File: config.mk
export PLATFORM = sky130hd
export DESIGN_NAME = sdram_cmd_tracker
export DESIGN_NICKNAME = d
export VERILOG_FILES = /design/src/rtl/sdcmd_pkg.sv /design/src/rtl/sdcmd_decode.sv /design/src/rtl/sdcmd_bank.sv /design/src/rtl/sdcmd_refresh.sv /design/src/rtl/sdram_cmd_tracker.sv
export SDC_FILE = /design/constraint.sdc
export NUM_CORES = 1
export LEC_CHECK = 0
export ABC_AREA = 1
export BUFFER_PORTS_ARGS = -buffer_cell sky130_fd_sc_hd__buf_2
export CORE_AREA = 2 2 86 88
export CTS_CLUSTER_SIZE = 10
export DETAILED_ROUTE_END_ITERATION = 8
export DIE_AREA = 0 0 88 90
export GPL_TIMING_DRIVEN = 0
export PLACE_DENSITY = 0.8
export SLEW_MARGIN = 20
export SYNTH_ARGS = -nofsm -noshare
export SYNTH_HDL_FRONTEND = slang
export SYNTH_SLANG_ARGS = --single-unit
File: constraint.sdc
create_clock -name clk -period 2.5 [get_ports clk]
set_input_delay 0.5 -clock clk [delete_from_list [all_inputs] [get_ports clk]]
set_output_delay 0.5 -clock clk [all_outputs]
set_load 0.005 [all_outputs]
File: src/rtl/sdcmd_pkg.sv
package sdcmd_pkg;

  typedef enum logic [3:0] {
    CMD_DESEL  = 4'd0,
    CMD_NOP    = 4'd1,
    CMD_BSTOP  = 4'd2,
    CMD_ACT    = 4'd3,
    CMD_READ   = 4'd4,
    CMD_WRITE  = 4'd5,
    CMD_PRE    = 4'd6,
    CMD_PREALL = 4'd7,
    CMD_MRS    = 4'd8,
    CMD_AREF   = 4'd9,
    CMD_SREF   = 4'd10,
    CMD_CKOFF  = 4'd11
  } cmd_e;

  localparam int NCMD = 12;

  typedef enum logic [2:0] {
    VIO_NONE     = 3'd0,
    VIO_ACT_OPEN = 3'd1,
    VIO_TRP      = 3'd2,
    VIO_RW_IDLE  = 3'd3,
    VIO_TRCD     = 3'd4,
    VIO_NOT_IDLE = 3'd5,
    VIO_TRC      = 3'd6
  } vio_e;

endpackage

File: src/rtl/sdcmd_decode.sv
module sdcmd_decode
  import sdcmd_pkg::*;
(
  input  logic cke_prev,
  input  logic cke_now,
  input  logic cs_n,
  input  logic ras_n,
  input  logic cas_n,
  input  logic we_n,
  input  logic a10,
  output cmd_e cmd
);

  always_comb begin
    cmd = CMD_NOP;
    if (!cke_prev) begin
      cmd = CMD_CKOFF;
    end else if (cs_n) begin
      cmd = CMD_DESEL;
    end else begin
      case ({ras_n, cas_n, we_n})
        3'b111:  cmd = CMD_NOP;
        3'b110:  cmd = CMD_BSTOP;
        3'b011:  cmd = CMD_ACT;
        3'b101:  cmd = CMD_READ;
        3'b100:  cmd = CMD_WRITE;
        3'b010:  cmd = a10 ? CMD_PREALL : CMD_PRE;
        3'b000:  cmd = CMD_MRS;
        3'b001:  cmd = cke_now ? CMD_AREF : CMD_SREF;
        default: cmd = CMD_NOP;
      endcase
    end
  end

endmodule

File: src/rtl/sdcmd_bank.sv
module sdcmd_bank #(
  parameter int TRCD  = 2,
  parameter int TRP   = 3,
  parameter int BURST = 4
) (
  input  logic clk,
  input  logic rst_n,
  input  logic act_go,
  input  logic rw_go,
  input  logic rw_ap,
  input  logic pre_go,
  output logic active,
  output logic trp_busy,
  output logic trcd_busy
);

  localparam int MAXV = (TRCD > TRP) ? ((TRCD > BURST) ? TRCD : BURST)
                                     : ((TRP > BURST) ? TRP : BURST);
  localparam int CW   = $clog2(MAXV + 1);

  logic          active_q, active_d;
  logic [CW-1:0] trp_q, trp_d;
  logic [CW-1:0] trcd_q, trcd_d;
  logic [CW-1:0] ap_q, ap_d;
  logic          upd;

  always_comb begin
    active_d = active_q;
    trp_d    = (trp_q  != '0) ? trp_q  - 1'b1 : '0;
    trcd_d   = (trcd_q != '0) ? trcd_q - 1'b1 : '0;
    ap_d     = (ap_q   != '0) ? ap_q   - 1'b1 : '0;
    if (pre_go) begin
      if (active_q) begin
        active_d = 1'b0;
        trp_d    = CW'(TRP - 1);
      end
      ap_d = '0;
    end else if (act_go) begin
      active_d = 1'b1;
      trcd_d   = CW'(TRCD - 1);
    end else if (rw_go) begin
      ap_d = rw_ap ? CW'(BURST) : '0;
    end else if (ap_q == CW'(1)) begin
      active_d = 1'b0;
      trp_d    = CW'(TRP - 1);
    end
  end

  assign upd = act_go | rw_go | pre_go | (trp_q != '0) | (trcd_q != '0) | (ap_q != '0);

  always_ff @(posedge clk or negedge rst_n) begin
    if (!rst_n) begin
      active_q <= 1'b0;
      trp_q    <= '0;
      trcd_q   <= '0;
      ap_q     <= '0;
    end else if (upd) begin
      active_q <= active_d;
      trp_q    <= trp_d;
      trcd_q   <= trcd_d;
      ap_q     <= ap_d;
    end
  end

  assign active    = active_q;
  assign trp_busy  = (trp_q != '0);
  assign trcd_busy = (trcd_q != '0);

  AST_OPEN_AFTER_TRP: assert property (@(posedge clk) disable iff (!rst_n)
    $rose(active_q) |-> ($past(trp_q) == '0));

  AST_RW_ON_READY_BANK: assert property (@(posedge clk) disable iff (!rst_n)
    rw_go |-> (active_q && trcd_q == '0));

  AST_AP_CLOSES_BANK: assert property (@(posedge clk) disable iff (!rst_n)
    (ap_q == CW'(1) && !act_go && !rw_go && !pre_go) |=> !active_q);

endmodule

File: src/rtl/sdcmd_refresh.sv
module sdcmd_refresh #(
  parameter int TRC = 9
) (
  input  logic clk,
  input  logic rst_n,
  input  logic aref_go,
  input  logic sref_go,
  input  logic cke_prev,
  input  logic cke_now,
  output logic trc_busy,
  output logic in_sref
);

  localparam int CW = $clog2(TRC + 1);

  logic [CW-1:0] trc_q, trc_d;
  logic          sref_q, sref_d;
  logic          sr_exit;
  logic          upd;

  assign sr_exit = sref_q && !cke_prev && cke_now;

  always_comb begin
    trc_d  = (trc_q != '0) ? trc_q - 1'b1 : '0;
    sref_d = sref_q;
    if (aref_go || sr_exit) trc_d = CW'(TRC - 1);
    if (sref_go)            sref_d = 1'b1;
    else if (sr_exit)       sref_d = 1'b0;
  end

  assign upd = aref_go | sref_go | sr_exit | (trc_q != '0);

  always_ff @(posedge clk or negedge rst_n) begin
    if (!rst_n) begin
      trc_q  <= '0;
      sref_q <= 1'b0;
    end else if (upd) begin
      trc_q  <= trc_d;
      sref_q <= sref_d;
    end
  end

  assign trc_busy = (trc_q != '0);
  assign in_sref  = sref_q;

  AST_SREF_EXIT_ON_CKE: assert property (@(posedge clk) disable iff (!rst_n)
    $fell(sref_q) |-> ($past(cke_now) && !$past(cke_prev)));

endmodule

File: src/rtl/sdram_cmd_tracker.sv
module sdram_cmd_tracker
  import sdcmd_pkg::*;
#(
  parameter int NBANK = 4,
  parameter int TRCD  = 2,
  parameter int TRP   = 3,
  parameter int TRC   = 9,
  parameter int BURST = 4,
  localparam int BAW  = $clog2(NBANK)
) (
  input  logic             clk,
  input  logic             rst_n,
  input  logic             cke,
  input  logic             cs_n,
  input  logic             ras_n,
  input  logic             cas_n,
  input  logic             we_n,
  input  logic             a10,
  input  logic [BAW-1:0]   ba,
  output logic [NCMD-1:0]  cmd_onehot,
  output logic [NBANK-1:0] bank_active,
  output logic             sref_active,
  output logic             err_pulse,
  output logic             err_sticky,
  output logic [2:0]       err_cause
);

  // reset: asserted at once, released after two edges
  logic [1:0] rsync_q;
  logic       rst_ni;

  always_ff @(posedge clk or negedge rst_n) begin
    if (!rst_n) rsync_q <= 2'b00;
    else        rsync_q <= {rsync_q[0], 1'b1};
  end
  assign rst_ni = rsync_q[1];

  logic cke_q;
  always_ff @(posedge clk or negedge rst_ni) begin
    if (!rst_ni) cke_q <= 1'b0;
    else         cke_q <= cke;
  end

  cmd_e cmd;
  sdcmd_decode u_dec (
    .cke_prev (cke_q),
    .cke_now  (cke),
    .cs_n     (cs_n),
    .ras_n    (ras_n),
    .cas_n    (cas_n),
    .we_n     (we_n),
    .a10      (a10),
    .cmd      (cmd)
  );

  logic [NBANK-1:0] b_active, b_trp_busy, b_trcd_busy;
  logic [NBANK-1:0] act_go, rw_go, pre_go;
  logic             trc_busy, in_sref, aref_go, sref_go;
  vio_e             vio;
  logic             ok, quiet, is_rw;

  // legality of the sampled command
  always_comb begin
    vio   = VIO_NONE;
    quiet = (cmd == CMD_DESEL) || (cmd == CMD_NOP) || (cmd == CMD_CKOFF);
    is_rw = (cmd == CMD_READ) || (cmd == CMD_WRITE);
    if (!quiet && trc_busy) begin
      vio = VIO_TRC;
    end else begin
      case (cmd)
        CMD_ACT: begin
          if (b_active[ba])        vio = VIO_ACT_OPEN;
          else if (b_trp_busy[ba]) vio = VIO_TRP;
        end
        CMD_READ, CMD_WRITE: begin
          if (!b_active[ba])        vio = VIO_RW_IDLE;
          else if (b_trcd_busy[ba]) vio = VIO_TRCD;
        end
        CMD_MRS, CMD_AREF, CMD_SREF: begin
          if (|b_active) vio = VIO_NOT_IDLE;
        end
        default: vio = VIO_NONE;
      endcase
    end
    ok = (vio == VIO_NONE);
  end

  assign aref_go = ok && (cmd == CMD_AREF);
  assign sref_go = ok && (cmd == CMD_SREF);

  for (genvar i = 0; i < NBANK; i++) begin : g_bank
    logic hit;
    assign hit       = (ba == BAW'(i));
    assign act_go[i] = ok && hit && (cmd == CMD_ACT);
    assign rw_go[i]  = ok && hit && is_rw;
    assign pre_go[i] = ok && ((hit && cmd == CMD_PRE) || cmd == CMD_PREALL);

    sdcmd_bank #(
      .TRCD  (TRCD),
      .TRP   (TRP),
      .BURST (BURST)
    ) u_bank (
      .clk       (clk),
      .rst_n     (rst_ni),
      .act_go    (act_go[i]),
      .rw_go     (rw_go[i]),
      .rw_ap     (a10),
      .pre_go    (pre_go[i]),
      .active    (b_active[i]),
      .trp_busy  (b_trp_busy[i]),
      .trcd_busy (b_trcd_busy[i])
    );
  end

  sdcmd_refresh #(.TRC(TRC)) u_ref (
    .clk      (clk),
    .rst_n    (rst_ni),
    .aref_go  (aref_go),
    .sref_go  (sref_go),
    .cke_prev (cke_q),
    .cke_now  (cke),
    .trc_busy (trc_busy),
    .in_sref  (in_sref)
  );

  // result registers
  logic [NCMD-1:0] cmd_q, cmd_d;
  logic            err_q, err_d, sticky_q, sticky_d;
  logic [2:0]      cause_q, cause_d;

  always_comb begin
    cmd_d    = NCMD'(1) << cmd;
    err_d    = !ok;
    sticky_d = sticky_q | !ok;
    cause_d  = ok ? cause_q : vio;
  end

  always_ff @(posedge clk or negedge rst_ni) begin
    if (!rst_ni) begin
      cmd_q    <= '0;
      err_q    <= 1'b0;
      sticky_q <= 1'b0;
      cause_q  <= 3'd0;
    end else begin
      cmd_q    <= cmd_d;
      err_q    <= err_d;
      sticky_q <= sticky_d;
      cause_q  <= cause_d;
    end
  end

  assign cmd_onehot  = cmd_q;
  assign bank_active = b_active;
  assign sref_active = in_sref;
  assign err_pulse   = err_q;
  assign err_sticky  = sticky_q;
  assign err_cause   = cause_q;

  AST_CMD_ONEHOT: assert property (@(posedge clk) disable iff (!rst_ni)
    $onehot0(cmd_q));

  AST_STICKY_HOLDS: assert property (@(posedge clk) disable iff (!rst_ni)
    sticky_q |=> sticky_q);

  AST_MRS_ALL_IDLE: assert property (@(posedge clk) disable iff (!rst_ni)
    (cmd_q[CMD_MRS] && !err_q) |-> ($past(b_active) == '0));

  AST_REFUSED_KEEPS_BANKS: assert property (@(posedge clk) disable iff (!rst_ni)
    (err_q && $past(!trc_busy || cmd == CMD_ACT)) |-> ($past(b_active) == b_active || $past(|b_active)));

endmodule

Yosys cells after proc, flatten, opt, wreduce, memory -nomap -nowiden
Cells that the tools add are included.
{"block": "op_classes", "n_addsub": 13, "n_mul": 0, "div": 0, "magnitude_cmp": 1, "eq_ne": 28, "n_shift": 1, "mux": 91, "bitwise_logic": 24, "reduce_logical": 66}
{"cell": "$mux W3", "count": 57}
{"cell": "$reduce_bool A3 Y1", "count": 16}
{"cell": "$sub A3 B1 Y3 const B", "count": 12}
{"cell": "$pmux W4 S8", "count": 1}
{"cell": "$logic_and A1 B1 Y1", "count": 25}
{"cell": "$or A1 B1 Y1", "count": 24}
{"cell": "$mux W1", "count": 22}
{"cell": "$eq A4 B3 Y1 const B", "count": 4}
{"cell": "$eq A4 B4 Y1 const B", "count": 4}
{"cell": "$mux W4", "count": 4}
{"cell": "$eq A3 B1 Y1 const B", "count": 5}
{"cell": "$eq A3 B3 Y1 const B", "count": 4}
{"cell": "$ne A3 B2 Y1 const B", "count": 4}
{"cell": "$reduce_and A3 Y1", "count": 4}
{"cell": "$shl A1 B4 Y12 const A", "count": 1}
{"cell": "$pmux W3 S3", "count": 1}
{"cell": "$logic_or A1 B1 Y1", "count": 8}
{"cell": "$bmux W1 S2", "count": 3}
{"cell": "$eq A3 B2 Y1 const B", "count": 2}
{"cell": "$logic_not A3 Y1", "count": 2}
{"cell": "$mux W2", "count": 3}
{"cell": "$eq A2 B2 Y1 const B", "count": 2}
{"cell": "$eq A4 B1 Y1 const B", "count": 1}
{"cell": "$eq A4 B2 Y1 const B", "count": 1}
{"cell": "other kinds (12)", "count": 14}
{"block": "word_totals", "reg_bits": 65, "latchBits": 0, "ram_bits": 0, "mem_bits_ro": 0, "input_bits": 10, "output_inout_bits": 22, "word_cells": 248, "memories": 0}

Longest topological paths before layout
{"block": "depth", "depth_word": 19, "mapped_depth": 20, "mapped_depth_nobuf": 20}

By module
From an unflattened synthesis, not the netlist that was laid out.
{"block": "hier_totals", "hier_cells": 491, "hier_area_um2": 3624.7}
{"mod": "sdcmd_bank", "n_inst": 4, "cells_each": 73, "area_each_um2": 553.0, "seq_area_each_um2": 250.2}
{"mod": "sdram_cmd_tracker", "n_inst": 1, "cells_each": 133, "area_each_um2": 1004.7, "seq_area_each_um2": 500.5}
{"mod": "sdcmd_refresh", "n_inst": 1, "cells_each": 41, "area_each_um2": 296.5, "seq_area_each_um2": 125.1}
{"mod": "sdcmd_decode", "n_inst": 1, "cells_each": 25, "area_each_um2": 111.4, "seq_area_each_um2": 0.0}

Worst setup path after synthesis
OpenSTA, ideal clock, no wires.
{"block": "synth_timing", "kind": "input to register", "startpoint": "input port ras_n", "endpoint": "register g_bank[3].u_bank.ap_q[2]", "setup_time_ns": 0.117, "t_arrival_ns": 2.035, "t_required_ns": 2.383, "path_slack_ns": 0.348, "path_stages": 18, "path_buffers": 0, "cell_sequence": "nor2_1 -> nand3_1 -> nand3_1 -> nand2_2 -> nor2_1 -> nand2_1 -> nand4_2 -> nand2_2 -> nor2_8 -> nand2_8 -> nor2_8 -> nand2_2 -> nand2_1 -> inv_2 -> nand2_4 -> inv_2 -> nand2_1 -> nand2_1"}
{"block": "synth_between", "elab_chain_len": 18, "word_cells_on_any_way": 46, "cone_classes": "eq/ne (17); mux (8); bitwise (5); reduce/logical (16)"}
{"element": "start: declaration", "line_no": "sdram_cmd_tracker.sv:15", "source": "input logic ras_n,"}
{"element": "$eq A3 B1 Y1, or another cell as far along", "line_no": "sdcmd_decode.sv:21", "source": "case ({ras_n, cas_n, we_n})"}
{"element": "$pmux W4 S8 (*)", "line_no": "sdcmd_decode.sv:21"}
{"element": "$mux W4 (*)", "line_no": "sdcmd_decode.sv:18", "source": "end else if (cs_n) begin"}
{"element": "$mux W4 (*)", "line_no": "sdcmd_decode.sv:16", "source": "if (!cke_prev) begin"}
{"element": "parallel branches: the longest is 14 deep, another holds $eq A4 B4 Y1"}
{"element": "end signal: assignment", "line_no": "sdcmd_bank.sv:61", "source": "ap_q <= ap_d;"}
{"element": "end: declaration", "line_no": "sdcmd_bank.sv:24", "source": "logic [CW-1:0] ap_q, ap_d;"}
Every way passes the cells marked *.
A chain may end at the register's enable or synchronous reset.

Worst setup path after layout
{"block": "layout_timing", "startpoint": "register cke_q", "endpoint": "register g_bank[2].u_bank.ap_q[2]"}
{"block": "layout_between", "elab_chain_len": 15, "word_cells_on_any_way": 36, "cone_classes": "eq/ne (10); mux (6); bitwise (5); reduce/logical (15)"}
{"element": "start: declaration", "line_no": "sdram_cmd_tracker.sv:38", "source": "logic cke_q;"}
{"element": "start signal: assignment", "line_no": "sdram_cmd_tracker.sv:41", "source": "else cke_q <= cke;"}
{"element": "$mux W4 (*)", "line_no": "sdcmd_decode.sv:16"}
{"element": "parallel branches: the longest is 14 deep, another holds $eq A4 B4 Y1"}
{"element": "end signal: assignment", "line_no": "sdcmd_bank.sv:61"}
{"element": "end: declaration", "line_no": "sdcmd_bank.sv:24"}
Marks and branches as above.

==> results.txt <==
- Via total after detailed routing: 3172
* Fraction of layout cells with a size suffix above 1: 19.2%
* Sum of buffers and inverters on the critical path: 3
- Maximum vdd ir drop: 335 uV
- The signal on the critical path passes through inv_2, nor2_2, nand2_2, inv_2, nor2_4, nand3_2, nand2_1, nand2_1, nand2_2, nor2_8, nand4_1, nand3_1, nor2_2, inv_2, nand2_1, nand2_1.
- Counting flops and latches in the post-synthesis netlist gives 65.
- Clock root buffer master: clkbuf_8
- Once detail routing completed, the nets flagged for antenna violations numbered 0.
- For this design the static power due to leakage is 2.46 nW.
* Worst Path Class, Setup: flop to flop
* Data arrival time of the critical path: 2.57 ns
* Maximum single-stage delay on the critical path: 0.47 ns
* Filler cell count in the final layout: 603
- Grouping stages by cell kind, the critical path spends the most delay in simple AND/OR/NAND/NOR gates.
- Area of the placeable core: 0.00702 sq mm
- The finished cells cover 0.00422 sq mm.
- Minimum clock period: 2.33 ns
* Number of maximum-capacitance constraint violations: 0
* Post-Synthesis Cell Area: 0.00365 sq mm
- The die is 90 um tall.
* Bufs on Longest Clock Path: 2
* Maximum number of pins on one net before global-route repair: 43
- Once placement finished, the instance area stood at 0.00395 sq mm.
* Io pins: 32
* Post-synth ARST share: 100%
- Highest attainable clock frequency: 430 MHz
* Overflow left after global routing: 0
- Run status: complete, no violations
- Most prevalent standard cell on the critical path: nand2_1
- The first global-routing pass estimated 13500 um of wire.
- Number of enable-type register cells in the synthesized netlist: 0
- In this run the power density over the cells is 847 mW/mm^2.
- Commonest non-fill, non-tap cell in the layout: nand2_1
* TritonRoute pass-1 iters: 5
* Area taken by multi-input logic gates: 0.00168 sq mm
* Largest cells by area after synthesis: dfrtp_1 45%, nand2_1 11%, inv_1 8.4%
* Via density per instance: 5.03
- Worst setup SP type: flop
* Count of mapped cells out of synthesis: 481
- Slowest library cell on the worst path: dfrtp_2
- STA classifies the critical path endpoint as a flop.
- Headroom to the max-slew limit came out at 61.8%.
- Worst r2r path cells: 16
- In this run, the number of DRC markers left after iteration 0 of detailed routing was 233.
- CTS sink count: 65
- Weighted congestion reported at the end of routability-driven placement: 0.893
- Total number of nets in the final design: 547
- Top FF cell, synth: dfrtp_1
- Final clock skew: 0.00607 ns
- Half-perimeter wire length of the detailed placement result: 5660 um
* Register clock-pin slew on the reported worst setup and hold paths: 0.07 ns
- Final Cycle Share: 93.1%
- Final WL: 7820 um
- The number of global-route vias before repair is 3052.
- Syn_nets: 501
* Number of antenna violations at the first check in global routing: 0
* Slack of the critical path: 0.174 ns
- Tot GR Track Use: 21.2%
- In the routed design, unresolved DRC markers number 0.
- Reg2Reg Setup Slack: 0.17 ns
- TritonCTS built the clock tree.
- The H-tree was split into 3 levels.
- The synthesized netlist contains 34 unique library cells.
* Register cell area after layout: 0.00163 sq mm
* Share of Yosys cell area claimed by the top area cell type: 44.6%
- For this run, the number of Yosys warnings is 0.
* Required time at the endpoint of the critical path: 2.74 ns
- Leading cell types in the layout, fill and taps excluded: 111 x nand2_1, 82 x inv_1, 63 x dfrtp_1
- Counting the buffers created by CTS gives 9.
* Largest driver fanout on the critical path: 6
- The largest total area in the synthesized netlist belongs to dfrtp_1.
- The number of antenna diodes in the final layout is 0.
- Clk_lat worst skew: 0.34 ns
* Destination of the worst register-to-register timing path: g_bank[2].u_bank.ap_q[2]$_DFFE_PN0P_
* Class of the tightest hold or removal check: flop to asynchronous set/reset pin
* Register area share after synthesis: 44.6%
- Worst setup slack before clock tree synthesis: -0.0715 ns
* Average detailed-routed wire length per instance: 12.4 um
- The die is 88 um wide.
* Number of pins with negative max-slew slack in the final report: 0
* Area Overhead vs Synth: 15.7%
* Mean area per synthesized cell: 7.59 sq um
- Setup total negative slack: 0 ns
- Setup violations remaining at the end of the flow were counted as 0.
- Number of failing hold endpoints at the final stage: 0
- The die covers 0.00792 sq mm.
- Port Buffer Count: 31
* Standard-cell row count: 31
- Transition time at the pin with the least slew margin: 0.570 ns
- Effective utilization at floorplan: 52.0%
* Startpoint of the worst register-to-register path: cke_q$_DFF_PN0_
[routing by layer]
metal  global-route usage, %  share of wire [%]  up-vias
met5                       0                  0        -
met4                    5.77                1.5        0
met3                    5.51                4.2       13
met2                    35.1                 50       68
met1                    27.4                 44     1497
li1                        -                  -     1594
[Yosys cell counts (5+ instances only)]
cell type and number:
dfrtp_1 65, o22ai_1 7, nand3_1 28, ha_1 10, nand2_1 111, nor3_1 14
o21ai_1 5, inv_2 10, nand2_2 11, o21ai_0 15, nor2_1 62, nand4_1 12
inv_1 82, or2_2 6, a21oi_1 12
[layout make-up]
cell class / count / area share, %
plain buffers: 4 / 0.711
clock buffers: 11 / 3.11
clock inverters: 5 / 1.90
inverters: 92 / 8.24
multi-input cells: 321 / 39.9
flip-flops and latches: 65 / 38.6
well taps: 99 / 2.93
repair buffers: 34 / 4.56
[flip-flops by register name (all words and copies together) (netlist names)]
| name | cells |
|---|---|
| cmd_onehot | 12 |
| g_bank.u_bank.ap_q | 12 |
| u_ref.in_sref | 1 |
| err_pulse | 1 |
| cke_q | 1 |
| g_bank.u_bank.active | 4 |
| u_ref.trc_q | 4 |
| err_cause | 3 |
| rsync_q | 2 |
| g_bank.u_bank.trp_q | 12 |
| g_bank.u_bank.trcd_q | 12 |
| err_sticky | 1 |
[worst max-delay path by stage]
| stage | from | depth (start not counted) | slack [ns] | end |
|---|---|---|---|---|
| 5_1_grt | cke_q$_DFF_PN0_ | 19 | -0.004 | g_bank[3].u_bank.ap_q[2]$_DFFE_PN0P_ |
| 3_3_place_gp | rsync_q[1]$_DFF_PN0_ | 0 | -0.18 | g_bank[2].u_bank.ap_q[2]$_DFFE_PN0P_ |
| 4_1_cts | cke_q$_DFF_PN0_ | 16 | 0.15 | g_bank[3].u_bank.trp_q[1]$_DFFE_PN0P_ |
| 3_5_place_dp | ras_n | 17 | -0.07 | g_bank[2].u_bank.ap_q[2]$_DFFE_PN0P_ |
| 6_report | cke_q$_DFF_PN0_ | 16 | 0.17 | g_bank[2].u_bank.ap_q[2]$_DFFE_PN0P_ |
| 2_1_floorplan | ras_n | 18 | 0.35 | g_bank[3].u_bank.ap_q[2]$_DFFE_PN0P_ |
[repair_timing]
| item | 4_1_cts | 5_1_grt |
|---|---|---|
| resized for setup | 0 | 8 |
| endpoints found under the hold margin | 2 | 0 |
| setup endpoints to repair | 0 | 16 |
| buffers inserted | 0 | 1 |
| hold buffers | 1 | 0 |
[power breakdown]
| group | internal (mW) | total, mW | switching (mW) |
|---|---|---|---|
| logic | 0.456 | 1.23 | 0.779 |
| clock network | 0.560 | 0.974 | 0.414 |
| registers | 1.23 | 1.37 | 0.137 |
[through the flow]
step / cells / power, mW / util [%] / hold WS [ns]
final: 631 / 3.58 / 60.1 / 0.215
after global routing: 631 / 3.84 / 60.1 / 0.252
after CTS: 629 / 3.55 / 59.4 / 0.232
after detailed placement: 612 / 2.58 / 56.3 / 0.225
after global placement: 611 / 2.52 / 55.9 / 0.285
after floorplan: 481 / 2.28 / - / 0.204
[logic make-up (layout without fill, tap and decap cells)]
kind of cell,count (synthesis),count (layout),share of synthesized area (%)
buffers and inverters,96,146,10.3
AND/OR/NAND/NOR,264,265,34.7
AO/OA/AOI/OAI,44,44,6.65
adder cells (fa/ha/maj),10,10,3.43
XOR/XNOR,1,1,0.240
flip-flops,65,65,44.6
other,1,1,0.103
Note: power is estimated with default switching activity, not from simulation.
